## config.mk

```make
export PLATFORM = sky130hd
export DESIGN_NAME = cell_tx_ingress
export DESIGN_NICKNAME = d
export VERILOG_FILES = /design/src/rtl/cell_tx_pkg.sv /design/src/rtl/tx_bus_front.sv /design/src/rtl/tx_cell_buffer.sv /design/src/rtl/cell_tx_ingress.sv
export SDC_FILE = /design/constraint.sdc
export NUM_CORES = 2
export LEC_CHECK = 0
export ABC_AREA = 1
export BUFFER_PORTS_ARGS = -buffer_cell sky130_fd_sc_hd__buf_4
export CAP_MARGIN = 15
export CORE_UTILIZATION = 55
export DETAILED_ROUTE_END_ITERATION = 16
export GPL_TIMING_DRIVEN = 0
export MAX_ROUTING_LAYER = met4
export PLACE_DENSITY = 0.7
export SYNTH_ARGS = -nofsm -noshare
export SYNTH_HDL_FRONTEND = slang
export SYNTH_HIERARCHICAL = 1
export SYNTH_SLANG_ARGS = --single-unit
```

## constraint.sdc

```tcl
create_clock -name clk -period 4 [get_ports clk]
set_input_delay 0.2 -clock clk [delete_from_list [all_inputs] [get_ports clk]]
set_output_delay 0.2 -clock clk [all_outputs]
set_load 0.05 [all_outputs]
```

## src/rtl/cell_tx_pkg.sv

```systemverilog
package cell_tx_pkg;
    localparam int OCTET_W = 8;
    localparam int ATM_CELL_OCTETS = 53;

    typedef logic [OCTET_W-1:0] octet_t;

    // odd parity holds when the nine bits together carry an odd count of ones
    function automatic logic odd_parity_ok(input octet_t d, input logic p);
        return ^{d, p};
    endfunction
endpackage

```

## src/rtl/tx_bus_front.sv

```systemverilog
module tx_bus_front
    import cell_tx_pkg::*;
#(
    parameter int NUM_PORTS = 4
) (
    input  logic [NUM_PORTS-1:0] tx_en,
    input  octet_t               tx_data,
    input  logic                 tx_par,
    output logic [NUM_PORTS-1:0] grant,
    output logic                 par_ok
);
    // lowest-numbered active enable takes the bus
    always_comb begin
        grant = '0;
        for (int i = NUM_PORTS - 1; i >= 0; i--) begin
            if (tx_en[i]) begin
                grant    = '0;
                grant[i] = 1'b1;
            end
        end
    end

    assign par_ok = odd_parity_ok(tx_data, tx_par);
endmodule

```

## src/rtl/tx_cell_buffer.sv

```systemverilog
module tx_cell_buffer
    import cell_tx_pkg::*;
#(
    parameter int CELL_BYTES = ATM_CELL_OCTETS,
    parameter int DEPTH      = 2
) (
    input  logic   clk,
    input  logic   rst_n,
    input  logic   wr_en,
    input  logic   wr_soc,
    input  octet_t wr_data,
    input  logic   wr_par_ok,
    input  logic   rd_en,
    output logic   clav,
    output logic   rd_ready,
    output octet_t rd_data,
    output logic   rd_first,
    output logic   par_err,
    output logic   frame_err
);
    localparam int SLOT_W = (DEPTH > 1) ? $clog2(DEPTH) : 1;
    localparam int CNT_W  = $clog2(CELL_BYTES + 1);
    localparam int OCC_W  = $clog2(DEPTH + 1);
    localparam int WORDS  = DEPTH * CELL_BYTES;
    localparam int ADDR_W = (WORDS > 1) ? $clog2(WORDS) : 1;

    typedef struct packed {
        logic              active;
        logic [SLOT_W-1:0] wr_slot;
        logic [CNT_W-1:0]  wr_cnt;
        logic [SLOT_W-1:0] rd_slot;
        logic [CNT_W-1:0]  rd_cnt;
        logic [OCC_W-1:0]  full_cells;
        logic              par_err;
        logic              frame_err;
    } buf_state_t;

    buf_state_t s_d, s_q;

    octet_t            mem [WORDS];
    logic              mem_we;
    logic [ADDR_W-1:0] mem_waddr;
    logic              commit;
    logic              freed;

    function automatic logic [ADDR_W-1:0] addr_of(input logic [SLOT_W-1:0] slot,
                                                  input logic [CNT_W-1:0]  cnt);
        return ADDR_W'(int'(slot) * CELL_BYTES + int'(cnt));
    endfunction

    function automatic logic [SLOT_W-1:0] next_slot(input logic [SLOT_W-1:0] slot);
        return (slot == SLOT_W'(DEPTH - 1)) ? '0 : slot + 1'b1;
    endfunction

    always_comb begin
        s_d       = s_q;
        mem_we    = 1'b0;
        mem_waddr = '0;
        commit    = 1'b0;
        freed     = 1'b0;

        // write side: alignment on start-of-cell, stall on low enable
        if (wr_en) begin
            if (wr_soc) begin
                if (s_q.active) begin
                    s_d.frame_err = 1'b1;
                    s_d.wr_cnt    = CNT_W'(1);
                    mem_we        = 1'b1;
                    mem_waddr     = addr_of(s_q.wr_slot, '0);
                end else if (s_q.full_cells < OCC_W'(DEPTH)) begin
                    s_d.active = 1'b1;
                    s_d.wr_cnt = CNT_W'(1);
                    mem_we     = 1'b1;
                    mem_waddr  = addr_of(s_q.wr_slot, '0);
                end
            end else if (s_q.active) begin
                mem_we    = 1'b1;
                mem_waddr = addr_of(s_q.wr_slot, s_q.wr_cnt);
                if (s_q.wr_cnt == CNT_W'(CELL_BYTES - 1)) begin
                    s_d.active  = 1'b0;
                    s_d.wr_cnt  = '0;
                    s_d.wr_slot = next_slot(s_q.wr_slot);
                    commit      = 1'b1;
                end else begin
                    s_d.wr_cnt = s_q.wr_cnt + 1'b1;
                end
            end
            if (mem_we && !wr_par_ok) begin
                s_d.par_err = 1'b1;
            end
        end

        // drain side: one byte per request while a whole cell is held
        if (rd_en && (s_q.full_cells != '0)) begin
            if (s_q.rd_cnt == CNT_W'(CELL_BYTES - 1)) begin
                s_d.rd_cnt  = '0;
                s_d.rd_slot = next_slot(s_q.rd_slot);
                freed       = 1'b1;
            end else begin
                s_d.rd_cnt = s_q.rd_cnt + 1'b1;
            end
        end

        s_d.full_cells = s_q.full_cells + OCC_W'(commit) - OCC_W'(freed);
    end

    always_ff @(posedge clk) begin
        if (!rst_n) begin
            s_q <= '0;
        end else begin
            s_q <= s_d;
        end
    end

    always_ff @(posedge clk) begin
        if (mem_we) begin
            mem[mem_waddr] <= wr_data;
        end
    end

    assign clav      = ({1'b0, s_q.full_cells} + (OCC_W+1)'(s_q.active)) < (OCC_W+1)'(DEPTH);
    assign rd_ready  = (s_q.full_cells != '0);
    assign rd_data   = mem[addr_of(s_q.rd_slot, s_q.rd_cnt)];
    assign rd_first  = (s_q.rd_cnt == '0);
    assign par_err   = s_q.par_err;
    assign frame_err = s_q.frame_err;
endmodule

```

## src/rtl/cell_tx_ingress.sv

```systemverilog
module cell_tx_ingress
    import cell_tx_pkg::*;
#(
    parameter int NUM_PORTS  = 4,
    parameter int CELL_BYTES = ATM_CELL_OCTETS,
    parameter int DEPTH      = 2,
    localparam int PORT_W    = (NUM_PORTS > 1) ? $clog2(NUM_PORTS) : 1
) (
    input  logic                 clk,
    input  logic                 rst_n,
    input  logic [7:0]           tx_data,
    input  logic                 tx_par,
    input  logic                 tx_soc,
    input  logic [NUM_PORTS-1:0] tx_en,
    output logic [NUM_PORTS-1:0] tx_clav,
    input  logic [PORT_W-1:0]    drain_port,
    input  logic                 drain_req,
    output logic                 drain_ready,
    output logic [7:0]           drain_data,
    output logic                 drain_first,
    output logic [NUM_PORTS-1:0] parity_err,
    output logic [NUM_PORTS-1:0] frame_err
);
    logic [NUM_PORTS-1:0] grant;
    logic                 par_ok;
    logic [NUM_PORTS-1:0] ready_v;
    logic [NUM_PORTS-1:0] first_v;
    octet_t               data_v [NUM_PORTS];

    tx_bus_front #(.NUM_PORTS(NUM_PORTS)) u_front (
        .tx_en   (tx_en),
        .tx_data (tx_data),
        .tx_par  (tx_par),
        .grant   (grant),
        .par_ok  (par_ok)
    );

    for (genvar p = 0; p < NUM_PORTS; p++) begin : g_port
        tx_cell_buffer #(.CELL_BYTES(CELL_BYTES), .DEPTH(DEPTH)) u_buf (
            .clk       (clk),
            .rst_n     (rst_n),
            .wr_en     (grant[p]),
            .wr_soc    (tx_soc),
            .wr_data   (tx_data),
            .wr_par_ok (par_ok),
            .rd_en     (drain_req && (drain_port == PORT_W'(p))),
            .clav      (tx_clav[p]),
            .rd_ready  (ready_v[p]),
            .rd_data   (data_v[p]),
            .rd_first  (first_v[p]),
            .par_err   (parity_err[p]),
            .frame_err (frame_err[p])
        );
    end

    always_comb begin
        drain_ready = 1'b0;
        drain_data  = '0;
        drain_first = 1'b0;
        for (int p = 0; p < NUM_PORTS; p++) begin
            if (drain_port == PORT_W'(p)) begin
                drain_ready = ready_v[p];
                drain_data  = data_v[p];
                drain_first = first_v[p];
            end
        end
    end
endmodule

```

==> Yosys cells after proc, flatten, opt, wreduce, memory -nomap -nowiden <==
Memories as Yosys holds them, arrays and structs flattened.
Index checks and enable logic that the tools add are counted.
{ "classes": {"n_mux": 132, "n_reduce_logical": 51, "eq_ne": 11, "n_mul": 8, "addsub": 36, "bitwise": 1, "order_cmp": 8} }
{ "ops": {"columns": ["op", "n"], "rows": [
  ["7-bit 2-to-1 mux", 20],
  ["6-bit 2-to-1 mux", 20],
  ["1-bit 2-to-1 mux", 76],
  ["8-bit 2-to-1 mux", 8],
  ["7-bit adder", 8],
  ["1-bit by 6-bit multiplier with 7-bit output (second input constant)", 8],
  ["6-bit by 1-bit adder with 6-bit output (second input constant)", 8],
  ["6-bit equality test (second input constant)", 8],
  ["6-bit logical NOT", 4],
  ["3-bit AND reduction", 8],
  ["2-bit nonzero test", 12],
  ["4-bit 2-to-1 mux", 4],
  ["2-bit AND reduction", 8],
  ["4-bit AND reduction", 4],
  ["2-bit by 1-bit adder with 3-bit output", 4],
  ["1-bit logical AND", 12],
  ["3-bit by 2-bit < comparator with 1-bit output (second input constant)", 4],
  ["9-bit parity", 1],
  ["1-bit adder (second input constant)", 8],
  ["2-bit by 1-bit adder with 2-bit output", 4],
  ["2-bit < comparator (second input constant)", 4],
  ["2-bit 2-to-1 mux", 4],
  ["2-bit by 1-bit subtractor with 2-bit output", 4],
  ["2-bit equality test (second input constant)", 2],
  ["other kinds (4)", 4]
]} }
{ "word_totals": {"n_memories": 4, "inputBits": 19, "ff_bits": 76, "ramBits": 3392} }
{ "mem_list": {"columns": ["memory", "depth", "word_bits", "rd", "rd_clocked_by_memory_dff", "wr", "line", "source"], "rows": [
  ["g_port[0].u_buf.mem", 106, 8, 1, 0, 1, "tx_cell_buffer.sv:40", "octet_t mem [WORDS];"],
  ["g_port[1].u_buf.mem", 106, 8, 1, 0, 1, "tx_cell_buffer.sv:40", null],
  ["g_port[2].u_buf.mem", 106, 8, 1, 0, 1, "tx_cell_buffer.sv:40", null],
  ["g_port[3].u_buf.mem", 106, 8, 1, 0, 1, "tx_cell_buffer.sv:40", null]
]} }

==> Longest topological paths before layout <==
{ "depth": {"ltp_word": 8, "depth_mapped": 17, "ltp_nobuf": 16} }

==> By module <==
Netlist, hierarchy kept.
{ "by_module_without_submodules": {"columns": ["module", "area_per_inst_um2", "seq_area_each_um2", "cells_per_inst", "n_inst"], "rows": [
  ["tx_cell_buffer at g_port[3].u_buf", 37582.3, 25844.8, 3595, 1],
  ["tx_cell_buffer at g_port[2].u_buf", 37568.5, 25844.8, 3595, 1],
  ["tx_cell_buffer at g_port[0].u_buf", 37486.0, 25844.8, 3602, 1],
  ["tx_cell_buffer at g_port[1].u_buf", 37474.7, 25844.8, 3602, 1],
  ["cell_tx_ingress", 460.4, 0.0, 66, 1],
  ["tx_bus_front", 158.9, 0.0, 33, 1]
]} }

==> Least setup slack after synthesis <==
OpenSTA, ideal clock, no wires.
{ "synth_path": {"kind": "register -> output", "start": "register g_port[3].u_buf/s_q[10] (netlist bit)", "end": "output drain_data[0]", "t_arrival_ns": 2.589, "path_slack_ns": 1.211, "path_buffers": 2, "path_stages_with_launch": 15, "cell_sequence": "dfxtp_1 > ha_1 > ha_1 > inv_2 > clkbuf_1 > clkbuf_1 > nand3_1 > nand3_1 > a21oi_1 > o21ai_0 > nand2_1 > nand2_1 > nand2_1 > nand3_1 > nand4_1"} }
{ "synth_rtl": {"columns": ["element", "line", "source"], "rows": [
  ["start, declared", "tx_cell_buffer.sv:38", "buf_state_t s_d, s_q;"],
  ["start signal, assigned", "tx_cell_buffer.sv:109", "s_q <= '0;"],
  ["start signal, assigned", "tx_cell_buffer.sv:111", "s_q <= s_d;"],
  ["end, declared", "cell_tx_ingress.sv:19", "output logic [7:0] drain_data,"]
]} }

==> reports/qor.txt <==
FMAX: 223.1 MHz
CTS Buf Count: 362
die height: 525.5 um
Slew Limit Fails: 0
# clock sinks: 3468
final count of hold timing violations: 0
vias in the first global route: 103.7k
Final Worst Setup Slack: -0.4830 ns
Nets: 15.23k
Crit path max-delay family: simple AND/OR/NAND/NOR gates
worst skew pair latency: 0.94 ns
Avg WL per Cell: 25.64 um
worst setup path class: flip-flop to output pin
count leader, synth: nand2_1
Synth top cells by count: 4649 x nand2_1, 3392 x edfxtp_1, 2392 x nand3_1
Most common cell on crit path: nand2_1
first-pass GRT wire length: 696600 um
clk slew on worst S/H paths: 0.06 ns
Clk pwr share: 43.8%
input/output buffers: 38
share of the synthesized area in the top cell type: 67.58%
Arr. time, crit path: 4.28 ns
Die X: 525.5 um
Layout fillers: 20.55k
min-delay worst type: input port to flip-flop
CP max-delay cell: nand4_1
Pleak: 69.54 nW
Starting Density: 55.47%
final wirelength: 487400 um
first-pass iteration count of the detailed router: 7
Final min period: 4.483 ns
CP max stage delay: 0.41 ns
Rows: 191
CTS max path bufs: 4
critical path launch point type: flip-flop
skew final: 0.04237 ns
crit path cell chain: ha_4 > ha_4 > xnor2_4 > buf_4 > buf_4 > nand3_1 > nand3_1 > nand3_2 > nand3_4 > nand2_1 > nand2_1 > nand2_1 > nand2_1 > nand4_1 > buf_6
Distinct cells, synth: 45
routability congestion estimate: 1.049
Synth Warn #: 6
Max VDD drop: 449.2 uV
Worst Tran Pin Value: 1.294 ns
gr usage total: 35.71%
relative slew slack: 13.71%
area of the multi-input gates: 0.04016 sq mm
Gate Count Post-Synth: 14.49k
# setup viols final: 8
DP HPWL: 327400 um
DRT iter0 DRCs: 17.50k
number of synthesized flops with an enable pin: 3392
layout cell share with drive strength beyond 1: 13.35%
flop and latch count out of synthesis: 3468
hold slack final: 0.2284 ns
initial antenna violation count: 16
path depth of the worst reg2reg path: 11
RSZ-0062 raised after global routing: true
CP endpoint kind: output pin
critical path data required time: 3.80 ns
syn avg cell area: 10.40 sq um
Mapped Area: 0.1507 sq mm
via count: 112.3k
Hold Crit Depth: 6
vias per cell: 5.908
grt ovf: 0
crit path max fanout: 10
H-tree depth: 5
ANT nets after route: 0
Post-Place Setup Slack: -1.046 ns
number of cells on the critical path: 15
full die area: 0.2762 sq mm
root cell of the clock tree: clkbuf_16
outcome: complete, but fails checks
pwr dens: 420.6 mW/mm^2
Sw Pwr: 0.01500 W
Post-Syn Nets: 14.58k
area leader, netlist: edfxtp_1
dominant cells by area after synthesis: edfxtp_1 68%, nand2_1 12%, nand3_1 7.9%
setup_tns: -3.336 ns
fin crit share: 112.1%
drc violations: 0
Buf/Inv on CP: 3
Max Cap Viol: 0
I/O pins: 41
ys async rst share: 0%
design internal power: 0.05829 W
TritonCTS clock tree: done
Synth Flop Type: edfxtp_1
largest net degree at the start of global routing: 125
Core ar.: 0.2717 sq mm
sequential share of power: 54.5%
synth-to-layout area growth: 15.61%
Logic pwr share: 1.8%
Seq/Total Area, Yosys: 68.59%
FF+latch area: 0.1034 sq mm
switching share of total power: 20.47%
failing checks: setup timing
==> kinds of logic after synthesis <==
family	synth area share [%]
DFF	68.59
buffers and inverters	6.378
adders and majority gates	0.5313
AOI/OAI and AO/OA	1.531
and+or+nand+nor	22.80
xor gates and xnor gates	0.1768
==> repair_timing <==
| action | CTS | global route |
|---|---|---|
| cloned | 0 | 0 |
| setup buffers | 18 | 5 |
| setup endpoints to repair | 40 | 41 |
| pin swaps | 44 | 30 |
| hold endpoints to repair | 647 | 0 |
| hold buffers | 21 | 0 |
| resized for setup | 1397 | 182 |
==> worst register-to-register path, cell delays in order, from the launching register on <==
cell and delay [ns]:
dfxtp_1 0.49, ha_1 0.26, ha_1 0.18, nor2_1 0.04
inv_1 0.05, a31oi_1 0.10, nor2_1 0.19, inv_1 0.08
nor2_1 0.15, nand2_1 0.35, clkbuf_1 0.65, nor3_2 1.00
==> state kept, by name, summed over array words and instances (netlist names) <==
name,flops
g_port.u_buf/s_q,68
g_port.u_buf/par_err,4
g_port.u_buf/frame_err,4
g_port.u_buf/mem,3392
==> metal layers <==
layer  routed length (um)  vias to the layer above  GRT usage [%]
li1                     -                    49790              -
met3                64840                     1568          7.814
met5                    0                        -              -
met2               215300                     8027          52.57
met4                31190                        0          18.97
met1               176100                    52930          46.55
==> stage by stage <==
stage	power (W)	utilization, %	instance area, sq um	std cells
final	0.07329	64.13	174300	19010
after global routing	0.07476	64.13	174300	19010
after CTS	0.07337	63.75	173200	18940
after detailed placement	0.04191	57.89	157300	18250
after global placement	0.04193	57.22	155500	18100
after floorplan	0.04094	-	150700	14490
==> worst paths after layout <==
check / to / from / slack [ns]
setup / recovery: drain_data[7] / g_port[0].u_buf/s_q[10] / -0.48
hold / removal: g_port[2].u_buf/frame_err / tx_en[2] / 0.23
setup reg to reg: g_port[0].u_buf/mem[37][5] / g_port[0].u_buf/s_q[17] / 0.05
hold reg to reg: g_port[2].u_buf/s_q[3] / g_port[2].u_buf/s_q[3] / 0.50
==> placed cells by master, fill, tap and decap left out, types with 231 or more instances in the layout <==
cell type | Yosys | layout
nand2_1 | 4649 | 4604
edfxtp_1 | 3392 | 3392
nand3_1 | 2392 | 2117
inv_1 | 1570 | 1566
nor2_1 | 591 | 591
clkbuf_16 | 0 | 374
o21ai_0 | 275 | 272
nand3_2 | 10 | 255
buf_2 | 317 | 250
nor3_1 | 289 | 234
buf_4 | 13 | 231
==> area by class of cell <==
cell class / count / area share, %
clock buffers: 447 / 5.438
multi-input cells: 8612 / 23.05
flip-flops and latches: 3468 / 59.34
diodes: 12 / 0.01723
clock inverters: 199 / 0.9219
repair buffers: 290 / 1.593
inverters: 1602 / 3.474
plain buffers: 810 / 3.610
well taps: 3570 / 2.563
==> power by group through the flow <==
stage	clock, W	sequential [W]	combinational, W
2_1_floorplan	0	0.0407	0.000253
3_3_place_gp	0	0.0408	0.00109
3_5_place_dp	0	0.0407	0.00122
4_1_cts	0.0322	0.0399	0.00125
5_1_grt	0.0335	0.0399	0.00132
6_report	0.0321	0.0399	0.00129
Note: power is estimated with default switching activity, not from simulation.
